==> src/rtl/crt_pkg.sv <==
package crt_pkg;
  // register addresses
  localparam int unsigned REG_CTRL   = 0;
  localparam int unsigned REG_CNT_LO = 1;
  localparam int unsigned REG_CNT_HI = 2;
  localparam int unsigned REG_CR_LO  = 3;
  localparam int unsigned REG_CR_HI  = 4;
  localparam int unsigned REG_DIR    = 5;
  // control bit positions
  localparam int unsigned CB_RUN  = 0;
  localparam int unsigned CB_CSEL = 1;
  localparam int unsigned CB_CAP  = 2;
  localparam int unsigned CB_TEN  = 3;
  localparam int unsigned CB_RXE  = 4;
  localparam int unsigned CB_TXE  = 5;
  localparam int unsigned CB_EXT  = 6;
  localparam int unsigned CB_OVF  = 7;

  typedef enum logic [1:0] {
    MODE_CAPTURE = 2'd0,
    MODE_RELOAD  = 2'd1,
    MODE_BAUD    = 2'd2
  } crt_mode_e;
endpackage

==> src/rtl/crt_fall_det.sv <==
module crt_fall_det (
  input  logic clk,
  input  logic rst,
  input  logic sample_en,
  input  logic pin,
  output logic fall
);
  logic smp_q;

  always_ff @(posedge clk) begin
    if (rst)            smp_q <= 1'b0;
    else if (sample_en) smp_q <= pin;
  end

  // previous machine-cycle sample high, current one low
  assign fall = sample_en & smp_q & ~pin;
endmodule

==> src/rtl/crt_core.sv <==
module crt_core
  import crt_pkg::*;
#(
  parameter int BYTE_W = 8
) (
  input  logic                clk,
  input  logic                rst,
  input  logic                mc_en,
  input  logic                run,
  input  logic                cnt_sel,
  input  logic                cnt_fall,
  input  logic                trig_fall,
  input  logic                trig_lvl,
  input  logic                trig_en,
  input  logic                dir_en,
  input  logic                rx_en,
  input  logic                tx_en,
  input  crt_mode_e           mode,
  input  logic                wr_cnt_lo,
  input  logic                wr_cnt_hi,
  input  logic                wr_cr_lo,
  input  logic                wr_cr_hi,
  input  logic [BYTE_W-1:0]   wdata,
  output logic [2*BYTE_W-1:0] count,
  output logic [2*BYTE_W-1:0] reload,
  output logic                ovf_set,
  output logic                ext_set,
  output logic                rx_pulse,
  output logic                tx_pulse
);
  localparam int CW = 2 * BYTE_W;

  logic [BYTE_W-1:0] cnt_lo_q, cnt_hi_q, cr_lo_q, cr_hi_q;
  logic [BYTE_W-1:0] lo_inc, hi_inc, lo_dec, hi_dec;
  logic              lo_carry, lo_borrow;
  logic [CW-1:0]     cnt_q, cr_q, cnt_d;
  logic              tick, down, at_max, trig_evt, baud_ovf;

  assign cnt_q = {cnt_hi_q, cnt_lo_q};
  assign cr_q  = {cr_hi_q, cr_lo_q};

  assign tick   = run & mc_en & (cnt_sel ? cnt_fall : 1'b1);
  assign down   = (mode == MODE_RELOAD) & dir_en & ~trig_lvl;
  assign at_max = &cnt_q;

  // trigger blocked while clocking the serial port and in down-count mode
  assign trig_evt = run & trig_en & trig_fall & (mode != MODE_BAUD) &
                    ~((mode == MODE_RELOAD) & dir_en);

  // byte-wise increment and decrement
  assign {lo_carry, lo_inc} = {1'b0, cnt_lo_q} + (BYTE_W+1)'(1);
  assign hi_inc    = cnt_hi_q + {{(BYTE_W-1){1'b0}}, lo_carry};
  assign lo_borrow = (cnt_lo_q == '0);
  assign lo_dec    = cnt_lo_q - BYTE_W'(1);
  assign hi_dec    = cnt_hi_q - {{(BYTE_W-1){1'b0}}, lo_borrow};

  always_comb begin
    cnt_d    = cnt_q;
    ovf_set  = 1'b0;
    baud_ovf = 1'b0;
    if (tick) begin
      if (down) begin
        if (cnt_q == cr_q) begin
          cnt_d   = '1;
          ovf_set = 1'b1;
        end else begin
          cnt_d = {hi_dec, lo_dec};
        end
      end else if (at_max) begin
        unique case (mode)
          MODE_BAUD: begin
            cnt_d    = cr_q;
            baud_ovf = 1'b1;
          end
          MODE_CAPTURE: begin
            cnt_d   = '0;
            ovf_set = 1'b1;
          end
          default: begin
            cnt_d   = cr_q;
            ovf_set = 1'b1;
          end
        endcase
      end else begin
        cnt_d = {hi_inc, lo_inc};
      end
    end
    if (trig_evt && mode == MODE_RELOAD) cnt_d = cr_q;
  end

  assign ext_set = trig_evt;

  always_ff @(posedge clk) begin
    if (rst) begin
      cnt_lo_q <= '0;
      cnt_hi_q <= '0;
      cr_lo_q  <= '0;
      cr_hi_q  <= '0;
      rx_pulse <= 1'b0;
      tx_pulse <= 1'b0;
    end else begin
      cnt_lo_q <= wr_cnt_lo ? wdata : cnt_d[BYTE_W-1:0];
      cnt_hi_q <= wr_cnt_hi ? wdata : cnt_d[CW-1:BYTE_W];
      if (wr_cr_lo)                                     cr_lo_q <= wdata;
      else if (trig_evt && mode == MODE_CAPTURE)        cr_lo_q <= cnt_lo_q;
      if (wr_cr_hi)                                     cr_hi_q <= wdata;
      else if (trig_evt && mode == MODE_CAPTURE)        cr_hi_q <= cnt_hi_q;
      rx_pulse <= baud_ovf & rx_en;
      tx_pulse <= baud_ovf & tx_en;
    end
  end

  assign count  = cnt_q;
  assign reload = cr_q;
endmodule

==> src/rtl/crt_timer16.sv <==
module crt_timer16
  import crt_pkg::*;
#(
  parameter int BYTE_W = 8,
  parameter int ADDR_W = 3
) (
  input  logic              clk,
  input  logic              rst,
  input  logic              mc_en,
  input  logic              cnt_pin,
  input  logic              trig_pin,
  input  logic              wr_en,
  input  logic [ADDR_W-1:0] wr_addr,
  input  logic [BYTE_W-1:0] wr_data,
  input  logic [ADDR_W-1:0] rd_addr,
  output logic [BYTE_W-1:0] rd_data,
  output logic              ovf_flag,
  output logic              ext_flag,
  output logic              rx_baud,
  output logic              tx_baud
);
  localparam int CW    = 2 * BYTE_W;
  localparam int NPINS = 2;

  logic              run, cnt_sel, cap_mode, trig_en, rx_en, tx_en, dir_en;
  logic              wr_ctrl, wr_dir;
  logic              ovf_set, ext_set;
  logic [NPINS-1:0]  pins, falls;
  logic [CW-1:0]     count, reload;
  logic [BYTE_W-1:0] ctrl_view, rd_d;
  crt_mode_e         mode;

  assign wr_ctrl = wr_en && (wr_addr == ADDR_W'(REG_CTRL));
  assign wr_dir  = wr_en && (wr_addr == ADDR_W'(REG_DIR));

  // control and flag registers
  always_ff @(posedge clk) begin
    if (rst) begin
      run <= 1'b0; cnt_sel <= 1'b0; cap_mode <= 1'b0; trig_en <= 1'b0;
      rx_en <= 1'b0; tx_en <= 1'b0; dir_en <= 1'b0;
      ovf_flag <= 1'b0; ext_flag <= 1'b0;
    end else begin
      if (wr_ctrl) begin
        run      <= wr_data[CB_RUN];
        cnt_sel  <= wr_data[CB_CSEL];
        cap_mode <= wr_data[CB_CAP];
        trig_en  <= wr_data[CB_TEN];
        rx_en    <= wr_data[CB_RXE];
        tx_en    <= wr_data[CB_TXE];
      end
      if (wr_dir) dir_en <= wr_data[0];
      ovf_flag <= ovf_set | (ovf_flag & ~(wr_ctrl & ~wr_data[CB_OVF]));
      ext_flag <= ext_set | (ext_flag & ~(wr_ctrl & ~wr_data[CB_EXT]));
    end
  end

  always_comb begin
    if (rx_en || tx_en) mode = MODE_BAUD;
    else if (cap_mode)  mode = MODE_CAPTURE;
    else                mode = MODE_RELOAD;
  end

  // falling-edge detectors for count pin (0) and trigger pin (1)
  assign pins = {trig_pin, cnt_pin};
  for (genvar gi = 0; gi < NPINS; gi++) begin : g_det
    crt_fall_det u_det (
      .clk       (clk),
      .rst       (rst),
      .sample_en (mc_en),
      .pin       (pins[gi]),
      .fall      (falls[gi])
    );
  end

  crt_core #(.BYTE_W(BYTE_W)) u_core (
    .clk       (clk),
    .rst       (rst),
    .mc_en     (mc_en),
    .run       (run),
    .cnt_sel   (cnt_sel),
    .cnt_fall  (falls[0]),
    .trig_fall (falls[1]),
    .trig_lvl  (trig_pin),
    .trig_en   (trig_en),
    .dir_en    (dir_en),
    .rx_en     (rx_en),
    .tx_en     (tx_en),
    .mode      (mode),
    .wr_cnt_lo (wr_en && (wr_addr == ADDR_W'(REG_CNT_LO))),
    .wr_cnt_hi (wr_en && (wr_addr == ADDR_W'(REG_CNT_HI))),
    .wr_cr_lo  (wr_en && (wr_addr == ADDR_W'(REG_CR_LO))),
    .wr_cr_hi  (wr_en && (wr_addr == ADDR_W'(REG_CR_HI))),
    .wdata     (wr_data),
    .count     (count),
    .reload    (reload),
    .ovf_set   (ovf_set),
    .ext_set   (ext_set),
    .rx_pulse  (rx_baud),
    .tx_pulse  (tx_baud)
  );

  // registered read port
  always_comb begin
    ctrl_view          = '0;
    ctrl_view[CB_RUN]  = run;
    ctrl_view[CB_CSEL] = cnt_sel;
    ctrl_view[CB_CAP]  = cap_mode;
    ctrl_view[CB_TEN]  = trig_en;
    ctrl_view[CB_RXE]  = rx_en;
    ctrl_view[CB_TXE]  = tx_en;
    ctrl_view[CB_EXT]  = ext_flag;
    ctrl_view[CB_OVF]  = ovf_flag;
    case (rd_addr)
      ADDR_W'(REG_CTRL):   rd_d = ctrl_view;
      ADDR_W'(REG_CNT_LO): rd_d = count[BYTE_W-1:0];
      ADDR_W'(REG_CNT_HI): rd_d = count[CW-1:BYTE_W];
      ADDR_W'(REG_CR_LO):  rd_d = reload[BYTE_W-1:0];
      ADDR_W'(REG_CR_HI):  rd_d = reload[CW-1:BYTE_W];
      ADDR_W'(REG_DIR):    rd_d = {{(BYTE_W-1){1'b0}}, dir_en};
      default:             rd_d = '0;
    endcase
  end

  always_ff @(posedge clk) begin
    if (rst) rd_data <= '0;
    else     rd_data <= rd_d;
  end
endmodule

==> config.mk <==
export PLATFORM = sky130hd
export DESIGN_NAME = crt_timer16
export DESIGN_NICKNAME = d
export VERILOG_FILES = /design/src/rtl/crt_pkg.sv /design/src/rtl/crt_fall_det.sv /design/src/rtl/crt_core.sv /design/src/rtl/crt_timer16.sv
export SDC_FILE = /design/constraint.sdc
export NUM_CORES = 1
export LEC_CHECK = 0
export BUFFER_PORTS_ARGS = -buffer_cell sky130_fd_sc_hd__buf_2
export CAP_MARGIN = 20
export CELL_PAD_IN_SITES_DETAIL_PLACEMENT = 1
export CELL_PAD_IN_SITES_GLOBAL_PLACEMENT = 2
export CORE_MARGIN = 5
export CORE_UTILIZATION = 38
export CTS_CLUSTER_DIAMETER = 60
export DETAILED_ROUTE_END_ITERATION = 7
export GPL_TIMING_DRIVEN = 0
export PLACE_DENSITY = 0.9
export SETUP_SLACK_MARGIN = 0.2
export SLEW_MARGIN = 0
export SYNTH_ARGS = -nofsm -noshare
export SYNTH_HDL_FRONTEND = slang
export SYNTH_SLANG_ARGS = --single-unit
==> constraint.sdc <==
create_clock -name clk -period 7.7 [get_ports clk]
set_clock_uncertainty 0.05 [all_clocks]
set_input_delay 0 -clock clk [delete_from_list [all_inputs] [get_ports clk]]
set_output_delay 0 -clock clk [all_outputs]
set_load 0.05 [all_outputs]
==> Flow_metrics.wiki, run 1 <==
{| class="wikitable"
! Metric !! Value
|-
| Wire length per cell || 22.8 um
|-
| Final design utilization || 0.441
|-
| Detailed Place HPWL || 11600 um
|-
| Post-synth top area cell || sky130_fd_sc_hd__dfxtp_1
|-
| Root buffer cell || sky130_fd_sc_hd__clkbuf_8
|-
| Yosys top cell area share || 0.278
|-
| Routed wire length || 15400 um
|-
| Clock net sink count || 53
|-
| Die area || 12100 um2
|-
| Number of buffer cells added on primary ports || 28
|-
| Fraction of synthesis flops using an asynchronous set or reset pin || 0
|-
| Diode insertion count for antenna repair || 0
|-
| Total I/O pin count || 32
|-
| Arrival time of data at the critical path endpoint || 3250 ps
|-
| Rows || 36
|-
| Global route overflow || 0
|-
| Netlist cell types || 53
|-
| Number of register bits inferred by synthesis || 53
|-
| Vias in the first global route || 4057
|-
| Cell area after technology mapping || 3810 um2
|-
| Leak pwr || 1.60 nW
|-
| Min Tclk post-route || 3050 ps
|-
| Average via count per standard cell || 6.21
|-
| Final setup violation count || 0
|-
| Pwr per Cell Area || 134 nW/um2
|-
| CP Capture Type || register
|-
| CP Class || register to register
|-
| Number of enable flip-flop cells after synthesis || 0
|-
| Status || completed
|-
| Class of the tightest hold or removal check || input port to register
|-
| R2r worst-path depth || 9
|-
| Area taken by multi-input logic gates || 2520 um2
|-
| Slew Limit Fails || 0
|-
| Initial DRC Count || 469
|-
| Worst setup SP type || register
|-
| Sequential share of the synthesized area || 0.278
|-
| Num CTS Buffers || 5
|-
| Slowest library cell on the worst path || sky130_fd_sc_hd__or4_1
|-
| Worst vdd rail ir drop || 69.9 uV
|-
| Required time worst endpoint || 7900 ps
|-
| Nets || 568
|-
| Via count || 4193
|-
| Storage cell area || 1060 um2
|-
| Number of max-cap violations || 0
|-
| Critical path peak fanout || 10
|-
| Core region area || 9770 um2
|-
| Post-route DRC violation count || 0
|-
| Clock latency on the worst-skew pair || 330 ps
|-
| Number of fillers in the final layout || 1239
|-
| Count of antenna-violating nets left after detailed routing || 0
|-
| Die X || 110 um
|-
| Sequence of cells on the critical path || clkbuf_1 -> or4_1 -> nor4b_1 -> ha_1 -> nand2_1 -> nor3b_1 -> xor2_1 -> o211ai_1 -> o32ai_1
|-
| Layout overhead on the synthesized area || 13.1%
|-
| Final hold violations || 0
|-
| Max-Slew Margin vs Limit || 0.253
|-
| Proportion of layout cells with a drive suffix above 1 || 0.109
|-
| Instance count along the most critical hold path || 3
|-
| Maximum clock frequency || 0.328 GHz
|-
| Syn avg cell area || 7.68 um2
|-
| Chip height || 110 um
|-
| Mapped Nets || 523
|-
| Least-Margin Pin Slew || 1120 ps
|-
| DR pass1 iterations || 5
|-
| Buffer count from post-CTS setup fixing || 0
|-
| Leading post-synthesis cells by cell area || sky130_fd_sc_hd__dfxtp_1 (28%), sky130_fd_sc_hd__xor2_1 (7.1%), sky130_fd_sc_hd__mux2i_1 (6.0%)
|-
| Post-Synthesis Cells || 496
|-
| Final weighted congestion in routability-driven placement || 0.921
|-
| Maximum buffer depth of the clock tree || 2
|-
| H-tree depth || 2
|-
| Setup repair after global routing missed its margin || no
|-
| Fin crit share || 0.396
|-
| Global-route usage over all layers || 0.255
|-
| Maximum number of pins on one net before global-route repair || 18
|-
| Reg clk slew, reported paths || 120 ps
|-
| First-pass GRT wire length || 23200 um
|-
| Synthesis Warnings || 0
|-
| Prevailing post-synth register cell || sky130_fd_sc_hd__dfxtp_1
|-
| Worst path max stage delay || 640 ps
|-
| TritonCTS clock tree || done
|-
| Sum of negative setup slack || 0 ps
|-
| Effective utilization at floorplan || 0.390
|-
| Antenna violations before repair || 0
|}
## timing repair
action / 4_1_cts / 5_1_grt
endpoints found under the hold margin: 11 / 0
resized for setup: 0 / 0
endpoints found under the setup margin: 0 / 0
hold buffers: 10 / 0
## through the flow
step           setup WS [ps]  power (W)  instances  hold slack, ps  instance area (um2)
6_report                4650   0.000577        675            12.5                 4310
5_1_grt                 4420   0.000596        675            18.5                 4310
4_1_cts                 4680   0.000575        675            5.35                 4310
3_5_place_dp            4730   0.000399        657             228                 4120
3_3_place_gp            4780   0.000397        657             203                 4120
2_1_floorplan           5220   0.000362        496            58.5                 3810
## path summary, 6_finish.rpt
path	from	endpoint	slack (ps)
min reg2reg	cnt_sel$_SDFFE_PP0P_	cnt_sel$_SDFFE_PP0P_	460
max reg2reg	u_core.cnt_lo_q[2]$_SDFFE_PP0P_	u_core.cnt_hi_q[7]$_SDFFE_PP0P_	4650
min	wr_data[7]	u_core.cr_hi_q[7]$_SDFFE_PP0P_	10
max	u_core.cnt_lo_q[2]$_SDFFE_PP0P_	u_core.cnt_hi_q[7]$_SDFFE_PP0P_	4650
## kinds of logic after synthesis
family	share of synthesized area
flip-flops	0.278
buffers and inverters	0.0588
adder cells (fa/ha/maj)	0.0230
AND/OR/NAND/NOR	0.255
AO/OA/AOI/OAI	0.207
multiplexers	0.0929
XOR/XNOR	0.0851
## power by group
group / total [W] / switching [W] / internal (W)
Sequential: 0.000291 / 0.00000964 / 0.000281
Clock: 0.000177 / 0.000112 / 0.0000651
Combinational: 0.000109 / 0.0000678 / 0.0000411
Total: 0.000577 / 0.000190 / 0.000388
## area by class of cell
cell class | count | area share
clock inverters | 3 | 0.00523
repair buffers | 38 | 0.0558
clock buffers | 5 | 0.0160
plain buffers | 45 | 0.0450
inverters | 8 | 0.00697
well taps | 133 | 0.0386
multi-input cells | 390 | 0.586
flip-flops and latches | 53 | 0.246
## cells in the mapped netlist, types with 2 or more instances
cell type and count:
sky130_fd_sc_hd__a21oi_1 38, sky130_fd_sc_hd__a22oi_1 6, sky130_fd_sc_hd__nand3_1 27, sky130_fd_sc_hd__buf_2 5, sky130_fd_sc_hd__nand4_1 7, sky130_fd_sc_hd__mux2_2 3, sky130_fd_sc_hd__nor3_1 12, sky130_fd_sc_hd__a211oi_1 17
sky130_fd_sc_hd__o211ai_1 4, sky130_fd_sc_hd__o21ai_0 19, sky130_fd_sc_hd__nor2b_1 2, sky130_fd_sc_hd__and2_1 3, sky130_fd_sc_hd__dfxtp_1 53, sky130_fd_sc_hd__nor2_1 50, sky130_fd_sc_hd__inv_1 8, sky130_fd_sc_hd__mux2i_1 23
sky130_fd_sc_hd__o22ai_1 9, sky130_fd_sc_hd__nor4_1 8, sky130_fd_sc_hd__or3_1 10, sky130_fd_sc_hd__mux4_2 4, sky130_fd_sc_hd__ha_1 7, sky130_fd_sc_hd__o32ai_1 4, sky130_fd_sc_hd__nor3b_1 2, sky130_fd_sc_hd__nor3_2 3
sky130_fd_sc_hd__o21a_1 2, sky130_fd_sc_hd__a31oi_1 9, sky130_fd_sc_hd__o22a_1 3, sky130_fd_sc_hd__buf_4 3, sky130_fd_sc_hd__o31ai_1 3, sky130_fd_sc_hd__nand2_1 47, sky130_fd_sc_hd__xor2_1 31, sky130_fd_sc_hd__a311oi_1 5
sky130_fd_sc_hd__clkbuf_1 35, sky130_fd_sc_hd__and3_1 2, sky130_fd_sc_hd__xnor2_1 6, sky130_fd_sc_hd__or4_1 3, sky130_fd_sc_hd__nand2b_1 7
## sequential cells by signal, indices dropped and copies added, names as in the netlist, 2 cells and up
register	count
u_core.cnt_hi_q	8
g_det.u_det.smp_q	2
u_core.cr_lo_q	8
u_core.cnt_lo_q	8
rd_data	8
u_core.cr_hi_q	8
## placed cells by master (no fill, tap or decap), types with 5 or more instances in the layout
cell type / count
sky130_fd_sc_hd__a211oi_1: 17
sky130_fd_sc_hd__nand2b_1: 7
sky130_fd_sc_hd__a311oi_1: 5
sky130_fd_sc_hd__clkbuf_8: 5
sky130_fd_sc_hd__a31oi_1: 9
sky130_fd_sc_hd__mux2i_1: 23
sky130_fd_sc_hd__or3_1: 10
sky130_fd_sc_hd__inv_1: 8
sky130_fd_sc_hd__nand3_1: 27
sky130_fd_sc_hd__nand4_1: 7
sky130_fd_sc_hd__a22oi_1: 6
sky130_fd_sc_hd__xor2_1: 31
sky130_fd_sc_hd__xnor2_1: 6
sky130_fd_sc_hd__clkbuf_1: 35
sky130_fd_sc_hd__nor4_1: 8
sky130_fd_sc_hd__o22ai_1: 9
sky130_fd_sc_hd__dlygate4sd3_1: 10
sky130_fd_sc_hd__ha_1: 7
sky130_fd_sc_hd__a21oi_1: 38
sky130_fd_sc_hd__nand2_1: 47
sky130_fd_sc_hd__o21ai_0: 19
sky130_fd_sc_hd__nor2_1: 50
sky130_fd_sc_hd__nor3_1: 12
sky130_fd_sc_hd__buf_2: 33
sky130_fd_sc_hd__dfxtp_1: 53
## metal layers
metal / part of all wire / GRT usage
met1: 0.42 / 0.351
met2: 0.47 / 0.413
met3: 0.083 / 0.0373
met4: 0.029 / 0.0800
met5: 0 / 0
## critical path, delay by kind of cell, from the launching register on
kind / cells / cell delay (ps)
simple gates: 4 / 1430
flops: 1 / 380
compound gates: 2 / 410
fa+ha+maj: 1 / 250
buf+inv: 1 / 270
xor+xnor: 1 / 170
No activity file was read; power rests on OpenSTA's default activity.
==> inputs of run 2 (changes only) <==
--- a/config.mk
+++ b/config.mk
@@ -5,16 +5,17 @@
 export SDC_FILE = /design/constraint.sdc
 export NUM_CORES = 1
 export LEC_CHECK = 0
+export ABC_AREA = 1
 export BUFFER_PORTS_ARGS = -buffer_cell sky130_fd_sc_hd__buf_2
 export CAP_MARGIN = 20
 export CELL_PAD_IN_SITES_DETAIL_PLACEMENT = 1
 export CELL_PAD_IN_SITES_GLOBAL_PLACEMENT = 2
 export CORE_MARGIN = 5
-export CORE_UTILIZATION = 38
+export CORE_UTILIZATION = 30
 export CTS_CLUSTER_DIAMETER = 60
 export DETAILED_ROUTE_END_ITERATION = 7
 export GPL_TIMING_DRIVEN = 0
-export PLACE_DENSITY = 0.9
+export PLACE_DENSITY = 0.82
 export SETUP_SLACK_MARGIN = 0.2
 export SLEW_MARGIN = 0
 export SYNTH_ARGS = -nofsm -noshare
==> constraint.sdc (replaced) <==
create_clock -name clk -period 2.6 [get_ports clk]
set_clock_uncertainty 0.05 [all_clocks]
set_input_delay 0 -clock clk [delete_from_list [all_inputs] [get_ports clk]]
set_output_delay 0 -clock clk [all_outputs]
set_load 0.05 [all_outputs]
==> run 2 against run 1 <==
Effect of this change:
- die area rose by 26%
- flip-flop and latch count stayed put
- maximum frequency up 31%
- synthesized area increased by 1.4%
- setup slack worse by 4400 ps
- clock-buffer cell count is the same
- worst hold slack improved by 89 ps
- core utilization fell by 6.1 points
- synthesized cell count is 25% higher
==> Flow_metrics.wiki, run 2 <==
{| class="wikitable"
! Metric !! Value
|-
| Max-Slew Margin vs Limit || 0.573
|-
| First-pass GRT wire length || 26600 um
|-
| Worst setup SP type || register
|-
| Global route overflow || 0
|-
| Slack of the worst reg-to-reg path || 270 ps
|-
| Top library cells by usage in the layout, fill and taps aside || sky130_fd_sc_hd__nand2_1 (167), sky130_fd_sc_hd__inv_1 (62), sky130_fd_sc_hd__nor2_1 (50)
|-
| Last element of the critical path || u_core.cnt_hi_q[6]$_SDFFE_PP0P_
|-
| Nets || 714
|-
| Mapped Nets || 645
|-
| CP Class || register to register
|-
| Chip height || 123 um
|-
| Post-Synthesis Cells || 618
|-
| Setup repair after global routing missed its margin || yes
|-
| Critical path startpoint || u_core.cnt_lo_q[0]$_SDFFE_PP0P_
|-
| Yosys top cell area share || 0.275
|-
| Wire length per cell || 20.3 um
|-
| Status || completed
|-
| Count of antenna-violating nets left after detailed routing || 0
|-
| Class of the tightest hold or removal check || input port to register
|-
| Die X || 123 um
|-
| Worst vdd rail ir drop || 327 uV
|-
| Core region area || 12600 um2
|-
| Via count || 4613
|-
| Area taken by multi-input logic gates || 2500 um2
|-
| R2r startpoint || u_core.cnt_lo_q[0]$_SDFFE_PP0P_
|-
| Flop pwr share || 0.425
|-
| Fin crit share || 0.894
|-
| Layout overhead on the synthesized area || 23.9%
|-
| Number of max-cap violations || 0
|-
| Sequential share of the synthesized area || 0.275
|-
| Average via count per standard cell || 5.36
|-
| Number of register bits inferred by synthesis || 53
|-
| Total I/O pin count || 32
|-
| R2r worst-path depth || 15
|-
| Sum of negative setup slack || 0 ps
|-
| Clock latency on the worst-skew pair || 310 ps
|-
| Min Tclk post-route || 2330 ps
|-
| Final setup violation count || 0
|-
| Most common library cell in the layout ignoring fill and taps || sky130_fd_sc_hd__nand2_1
|-
| Total internal power || 0.00135 W
|-
| Cell area after technology mapping || 3860 um2
|-
| H-tree depth || 2
|-
| Proportion of layout cells with a drive suffix above 1 || 0.185
|-
| Detailed Place HPWL || 13100 um
|-
| Maximum clock frequency || 0.430 GHz
|-
| Maximum number of pins on one net before global-route repair || 19
|-
| Synthesis Warnings || 0
|-
| Rows || 41
|-
| Post-route DRC violation count || 0
|-
| Clock net sink count || 53
|-
| Least-Margin Pin Slew || 641 ps
|-
| TritonCTS clock tree || done
|-
| Effective utilization at floorplan || 0.306
|-
| Root buffer cell || sky130_fd_sc_hd__clkbuf_16
|-
| CP Capture Type || register
|-
| DR pass1 iterations || 5
|-
| Final weighted congestion in routability-driven placement || 0.925
|-
| Clk network pwr share || 0.362
|-
| Fraction of synthesis flops using an asynchronous set or reset pin || 0
|-
| Number of buffer cells added on primary ports || 31
|-
| Critical path peak fanout || 4
|-
| Number of enable flip-flop cells after synthesis || 0
|-
| Combinational power share || 0.213
|-
| Top cells by instance count after synthesis || sky130_fd_sc_hd__nand2_1 (168), sky130_fd_sc_hd__inv_1 (68), sky130_fd_sc_hd__dfxtp_1 (53), sky130_fd_sc_hd__nor2_1 (53), sky130_fd_sc_hd__o21ai_0 (47)
|-
| Post-synth top area cell || sky130_fd_sc_hd__dfxtp_1
|-
| Number of fillers in the final layout || 1698
|-
| Leading post-synthesis cells by cell area || sky130_fd_sc_hd__dfxtp_1 (27%), sky130_fd_sc_hd__nand2_1 (16%), sky130_fd_sc_hd__inv_1 (6.6%)
|-
| Switching share of total power || 0.332
|-
| Pwr per Cell Area || 424 nW/um2
|-
| Initial DRC Count || 360
|-
| Routed wire length || 17400 um
|-
| Diode insertion count for antenna repair || 0
|-
| Syn avg cell area || 6.25 um2
|-
| Leak pwr || 2.00 nW
|-
| Antenna violations before repair || 0
|-
| Die area || 15200 um2
|-
| Final design utilization || 0.379
|-
| Slew Limit Fails || 0
|-
| Most common cell in the netlist || sky130_fd_sc_hd__nand2_1
|-
| Storage cell area || 1070 um2
|-
| Reg clk slew, reported paths || 80 ps
|-
| Switching power || 0.000675 W
|-
| Vias in the first global route || 4601
|-
| Global-route usage over all layers || 0.233
|-
| Endpoint of the worst-slack reg-to-reg timing path || u_core.cnt_hi_q[6]$_SDFFE_PP0P_
|-
| Final hold violations || 0
|-
| Prevailing post-synth register cell || sky130_fd_sc_hd__dfxtp_1
|-
| Required time worst endpoint || 2750 ps
|-
| Num CTS Buffers || 5
|-
| Netlist cell types || 35
|-
| Arrival time of data at the critical path endpoint || 2470 ps
|-
| Maximum buffer depth of the clock tree || 2
|}
[run 2: changes by cell type in the layout (fill, tap and decap cells not counted), sizes merged, moves of 23 or more]
cell    previous run  this run
clkbuf            40        12
mux2i             23         0
inv                8        73
buf               38        63
nand2             48       176
o21ai             20        50
[run 2: logic make-up after synthesis]
| family | count (synthesis) | synth area share |
|---|---|---|
| and+or+nand+nor | 292 | 0.328 |
| AOI/OAI and AO/OA | 154 | 0.230 |
| buffers and inverters | 95 | 0.106 |
| DFF | 53 | 0.275 |
| xor gates and xnor gates | 17 | 0.0386 |
| adders and majority gates | 7 | 0.0227 |
[run 2: layout make-up]
cell class / instances / share of cell area
plain buffers: 22 / 0.0282
clock buffers: 5 / 0.0261
clock inverters: 3 / 0.00523
inverters: 73 / 0.0601
multi-input cells: 470 / 0.523
flip-flops and latches: 53 / 0.224
well taps: 172 / 0.0450
repair buffers: 62 / 0.0884
[run 2: worst min path at each step]
stage | start | end | slack [ps] | depth (start not counted)
finish | wr_addr[2] | dir_en$_SDFFE_PP0P_ | 100 | 4
global route | wr_addr[2] | dir_en$_SDFFE_PP0P_ | 140 | 4
CTS | wr_addr[2] | dir_en$_SDFFE_PP0P_ | 90 | 4
detailed placement | rst | u_core.cnt_hi_q[7]$_SDFFE_PP0P_ | 190 | 2
global placement | mc_en | g_det[1].u_det.smp_q$_SDFFE_PP0P_ | 190 | 2
floorplan | rst | u_core.cnt_hi_q[7]$_SDFFE_PP0P_ | 20 | 1
[run 2: per-layer routing]
| metal | routed length (um) | part of all wire | track usage | up-vias |
|---|---|---|---|---|
| met4 | 619 | 0.035 | 0.0865 | 0 |
| met2 | 8030 | 0.46 | 0.379 | 158 |
| met3 | 886 | 0.051 | 0.0302 | 34 |
| met5 | 0 | 0 | 0 | - |
| met1 | 7910 | 0.45 | 0.314 | 2230 |
| li1 | - | - | - | 2191 |
[run 2: power groups by stage]
stage | Combinational [W] | Clock, W | Sequential [W]
CTS | 0.000393 | 0.000740 | 0.000860
global route | 0.000471 | 0.000777 | 0.000865
finish | 0.000432 | 0.000735 | 0.000863
global placement | 0.000354 | 0 | 0.000879
detailed placement | 0.000363 | 0 | 0.000880
floorplan | 0.000231 | 0 | 0.000876
[run 2: worst max-delay path: stages (launching register included)]
cell	delay [ps]
sky130_fd_sc_hd__dfxtp_4	400
sky130_fd_sc_hd__inv_6	80
sky130_fd_sc_hd__ha_1	160
sky130_fd_sc_hd__nand3_2	100
sky130_fd_sc_hd__nor4_4	180
sky130_fd_sc_hd__ha_2	280
sky130_fd_sc_hd__ha_4	140
sky130_fd_sc_hd__nand2_1	60
sky130_fd_sc_hd__nor2_2	120
sky130_fd_sc_hd__nand3_1	100
sky130_fd_sc_hd__xor2_1	160
sky130_fd_sc_hd__nand3_1	110
sky130_fd_sc_hd__nand3_2	100
sky130_fd_sc_hd__nand2_1	50
sky130_fd_sc_hd__nand2_1	80
sky130_fd_sc_hd__a21oi_2	50
[run 2: repair_timing]
item | in CTS | in global routing
endpoints found under the setup margin | 5 | 4
buffers inserted | 3 | 14
pin swaps | 3 | 6
hold endpoints to repair | 19 | 0
hold buffers | 14 | 0
resized for setup | 21 | 17
[run 2: per-stage QoR]
stage | instance area [um2] | power [W] | cells | hold WS (ps) | setup WS [ps]
after floorplan | 3860 | 0.00111 | 618 | 19.1 | 512
after global placement | 4230 | 0.00123 | 821 | 195 | -65.9
after detailed placement | 4230 | 0.00124 | 821 | 194 | -64.2
after CTS | 4600 | 0.00199 | 846 | 89.1 | 206
after global routing | 4790 | 0.00211 | 860 | 139 | 155
final | 4790 | 0.00203 | 860 | 101 | 275
==> inputs of run 3 (changes only) <==
--- a/config.mk
+++ b/config.mk
@@ -16,6 +16,7 @@
 export DETAILED_ROUTE_END_ITERATION = 7
 export GPL_TIMING_DRIVEN = 0
 export PLACE_DENSITY = 0.82
+export RECOVER_POWER = 25
 export SETUP_SLACK_MARGIN = 0.2
 export SLEW_MARGIN = 0
 export SYNTH_ARGS = -nofsm -noshare
==> run 3 against run 2 <==
Effect of this change:
- worst hold slack better by 2.2 ps
- via count grew 0.24%
- sequential share of layout area increased by 0.076 points
- power hardly changed
- setup slack better by 1.4 ps
- global-route usage unchanged
- non-clock buffer count unchanged
- maximum frequency barely moved
- highest routed layer unchanged
==> Flow_metrics.wiki, run 3 (same netlist as run 2, synthesis figures left out) <==
{| class="wikitable"
! Metric !! Value
|-
| Status || completed
|-
| Arrival time of data at the critical path endpoint || 2510 ps
|-
| Worst vdd rail ir drop || 327 uV
|-
| Global-route usage over all layers || 0.233
|-
| Non-filler cells in the finished layout || 860
|-
| Pwr per Cell Area || 425 nW/um2
|-
| Proportion of layout cells with a drive suffix above 1 || 0.166
|-
| Via count || 4624
|-
| Required time worst endpoint || 2780 ps
|-
| Overall power of the completed layout || 0.00203 W
|-
| Effective utilization at floorplan || 0.306
|-
| Diode insertion count for antenna repair || 0
|-
| Average via count per standard cell || 5.38
|-
| Class of the tightest hold or removal check || input port to register
|-
| Critical path peak fanout || 7
|-
| Maximum clock frequency || 0.430 GHz
|-
| Reg clk slew, reported paths || 80 ps
|-
| Total I/O pin count || 32
|-
| Critical path startpoint || u_core.cnt_hi_q[0]$_SDFFE_PP0P_
|-
| Num CTS Buffers || 5
|-
| DR pass1 iterations || 5
|-
| Fin crit share || 0.894
|-
| Final setup violation count || 0
|-
| TritonCTS clock tree || done
|-
| Die area || 15200 um2
|-
| Placed cell count || 821
|-
| Final hold violations || 0
|-
| Vias in the first global route || 4601
|-
| Detailed Place HPWL || 13100 um
|-
| Die X || 123 um
|-
| Clock net sink count || 53
|-
| Setup repair after global routing missed its margin || yes
|-
| Core region area || 12600 um2
|-
| Number of buffer cells added on primary ports || 31
|-
| CP Class || register to register
|-
| Root buffer cell || sky130_fd_sc_hd__clkbuf_16
|-
| Max-Slew Margin vs Limit || 0.580
|-
| Nets || 714
|-
| Post-route DRC violation count || 0
|-
| Leak pwr || 1.95 nW
|-
| Wire length per cell || 20.3 um
|-
| Layout overhead on the synthesized area || 23.5%
|-
| Maximum buffer depth of the clock tree || 2
|-
| Most common library cell in the layout ignoring fill and taps || sky130_fd_sc_hd__nand2_1
|-
| Number of fillers in the final layout || 1702
|-
| Routed wire length || 17400 um
|-
| Min Tclk post-route || 2320 ps
|-
| Chip height || 123 um
|-
| Global route overflow || 0
|-
| Worst hold-check slack || 104 ps
|-
| Initial DRC Count || 341
|-
| Worst setup SP type || register
|-
| Least-Margin Pin Slew || 630 ps
|-
| Final weighted congestion in routability-driven placement || 0.925
|-
| R2r startpoint || u_core.cnt_hi_q[0]$_SDFFE_PP0P_
|-
| Slew Limit Fails || 0
|-
| First-pass GRT wire length || 26600 um
|-
| CP Capture Type || register
|-
| Number of max-cap violations || 0
|-
| H-tree depth || 2
|-
| Rows || 41
|-
| Maximum number of pins on one net before global-route repair || 19
|-
| Clock latency on the worst-skew pair || 310 ps
|-
| Antenna violations before repair || 0
|-
| Count of antenna-violating nets left after detailed routing || 0
|-
| Top library cells by usage in the layout, fill and taps aside || sky130_fd_sc_hd__nand2_1 (167), sky130_fd_sc_hd__inv_1 (62), sky130_fd_sc_hd__nor2_1 (50)
|-
| Min-Delay Startpoint || wr_addr[2]
|}
[run 3: cell types whose count changed in the layout (fill, tap and decap cells not counted), sizes merged]
| cell | delta |
|---|---|
| clkbuf | +13 |
| buf | -13 |
[run 3: cell type report]
type	instances	area, um2	share of cell area
Buffer	22	135	0.0283
Clock buffer	5	125	0.0262
Clock inverter	3	25.0	0.00525
Inverter	73	288	0.0603
Multi-Input combinational cell	470	2500	0.525
Sequential cell	53	1070	0.225
Tap cell	172	215	0.0451
Timing Repair Buffer	62	407	0.0853
[run 3: power by group]
| part | total, W | switching, W | internal [W] |
|---|---|---|---|
| clock network | 0.000735 | 0.000370 | 0.000365 |
| registers | 0.000863 | 0.0000287 | 0.000834 |
| logic | 0.000431 | 0.000275 | 0.000155 |
[run 3: through the flow]
step | TNS (ps) | worst slack, ps | instance area [um2] | util
2_1_floorplan | 0 | 512 | 3860 | -
3_3_place_gp | -65.9 | -65.9 | 4230 | 0.335
3_5_place_dp | -113 | -64.2 | 4230 | 0.335
4_1_cts | 0 | 206 | 4600 | 0.364
5_1_grt | 0 | 155 | 4770 | 0.378
6_report | 0 | 276 | 4770 | 0.378
[run 3: timing repair]
action / in CTS / in global routing
endpoints found under the hold margin: 19 / 0
pin swaps: 3 / 6
gates resized for setup: 21 / 17
hold buffers: 14 / 0
setup endpoints to repair: 5 / 4
buffers inserted: 3 / 14
[run 3: critical path: stages (launching register included)]
cell	delay (ps)
sky130_fd_sc_hd__dfxtp_1	630
sky130_fd_sc_hd__inv_1	240
sky130_fd_sc_hd__nand2_1	110
sky130_fd_sc_hd__nand2_1	60
sky130_fd_sc_hd__nor2_1	120
sky130_fd_sc_hd__nand2_1	70
sky130_fd_sc_hd__nor2_1	200
sky130_fd_sc_hd__nand3_1	320
sky130_fd_sc_hd__o31ai_1	180
sky130_fd_sc_hd__nand2_1	110
sky130_fd_sc_hd__a21oi_1	160
[run 3: final timing paths]
| check | to | slack [ps] | cells after the start |
|---|---|---|---|
| min reg2reg | ovf_flag$_SDFF_PP0_ | 470 | 2 |
| max | ovf_flag$_SDFF_PP0_ | 280 | 10 |
| max reg2reg | ovf_flag$_SDFF_PP0_ | 280 | 10 |
| min | dir_en$_SDFFE_PP0P_ | 100 | 4 |
[run 3: per-layer routing]
layer,track usage,up-vias,share of wire
li1,-,2194,-
met1,0.314,2230,0.45
met2,0.379,167,0.46
met3,0.0302,33,0.055
met4,0.0865,0,0.035
met5,0,-,0
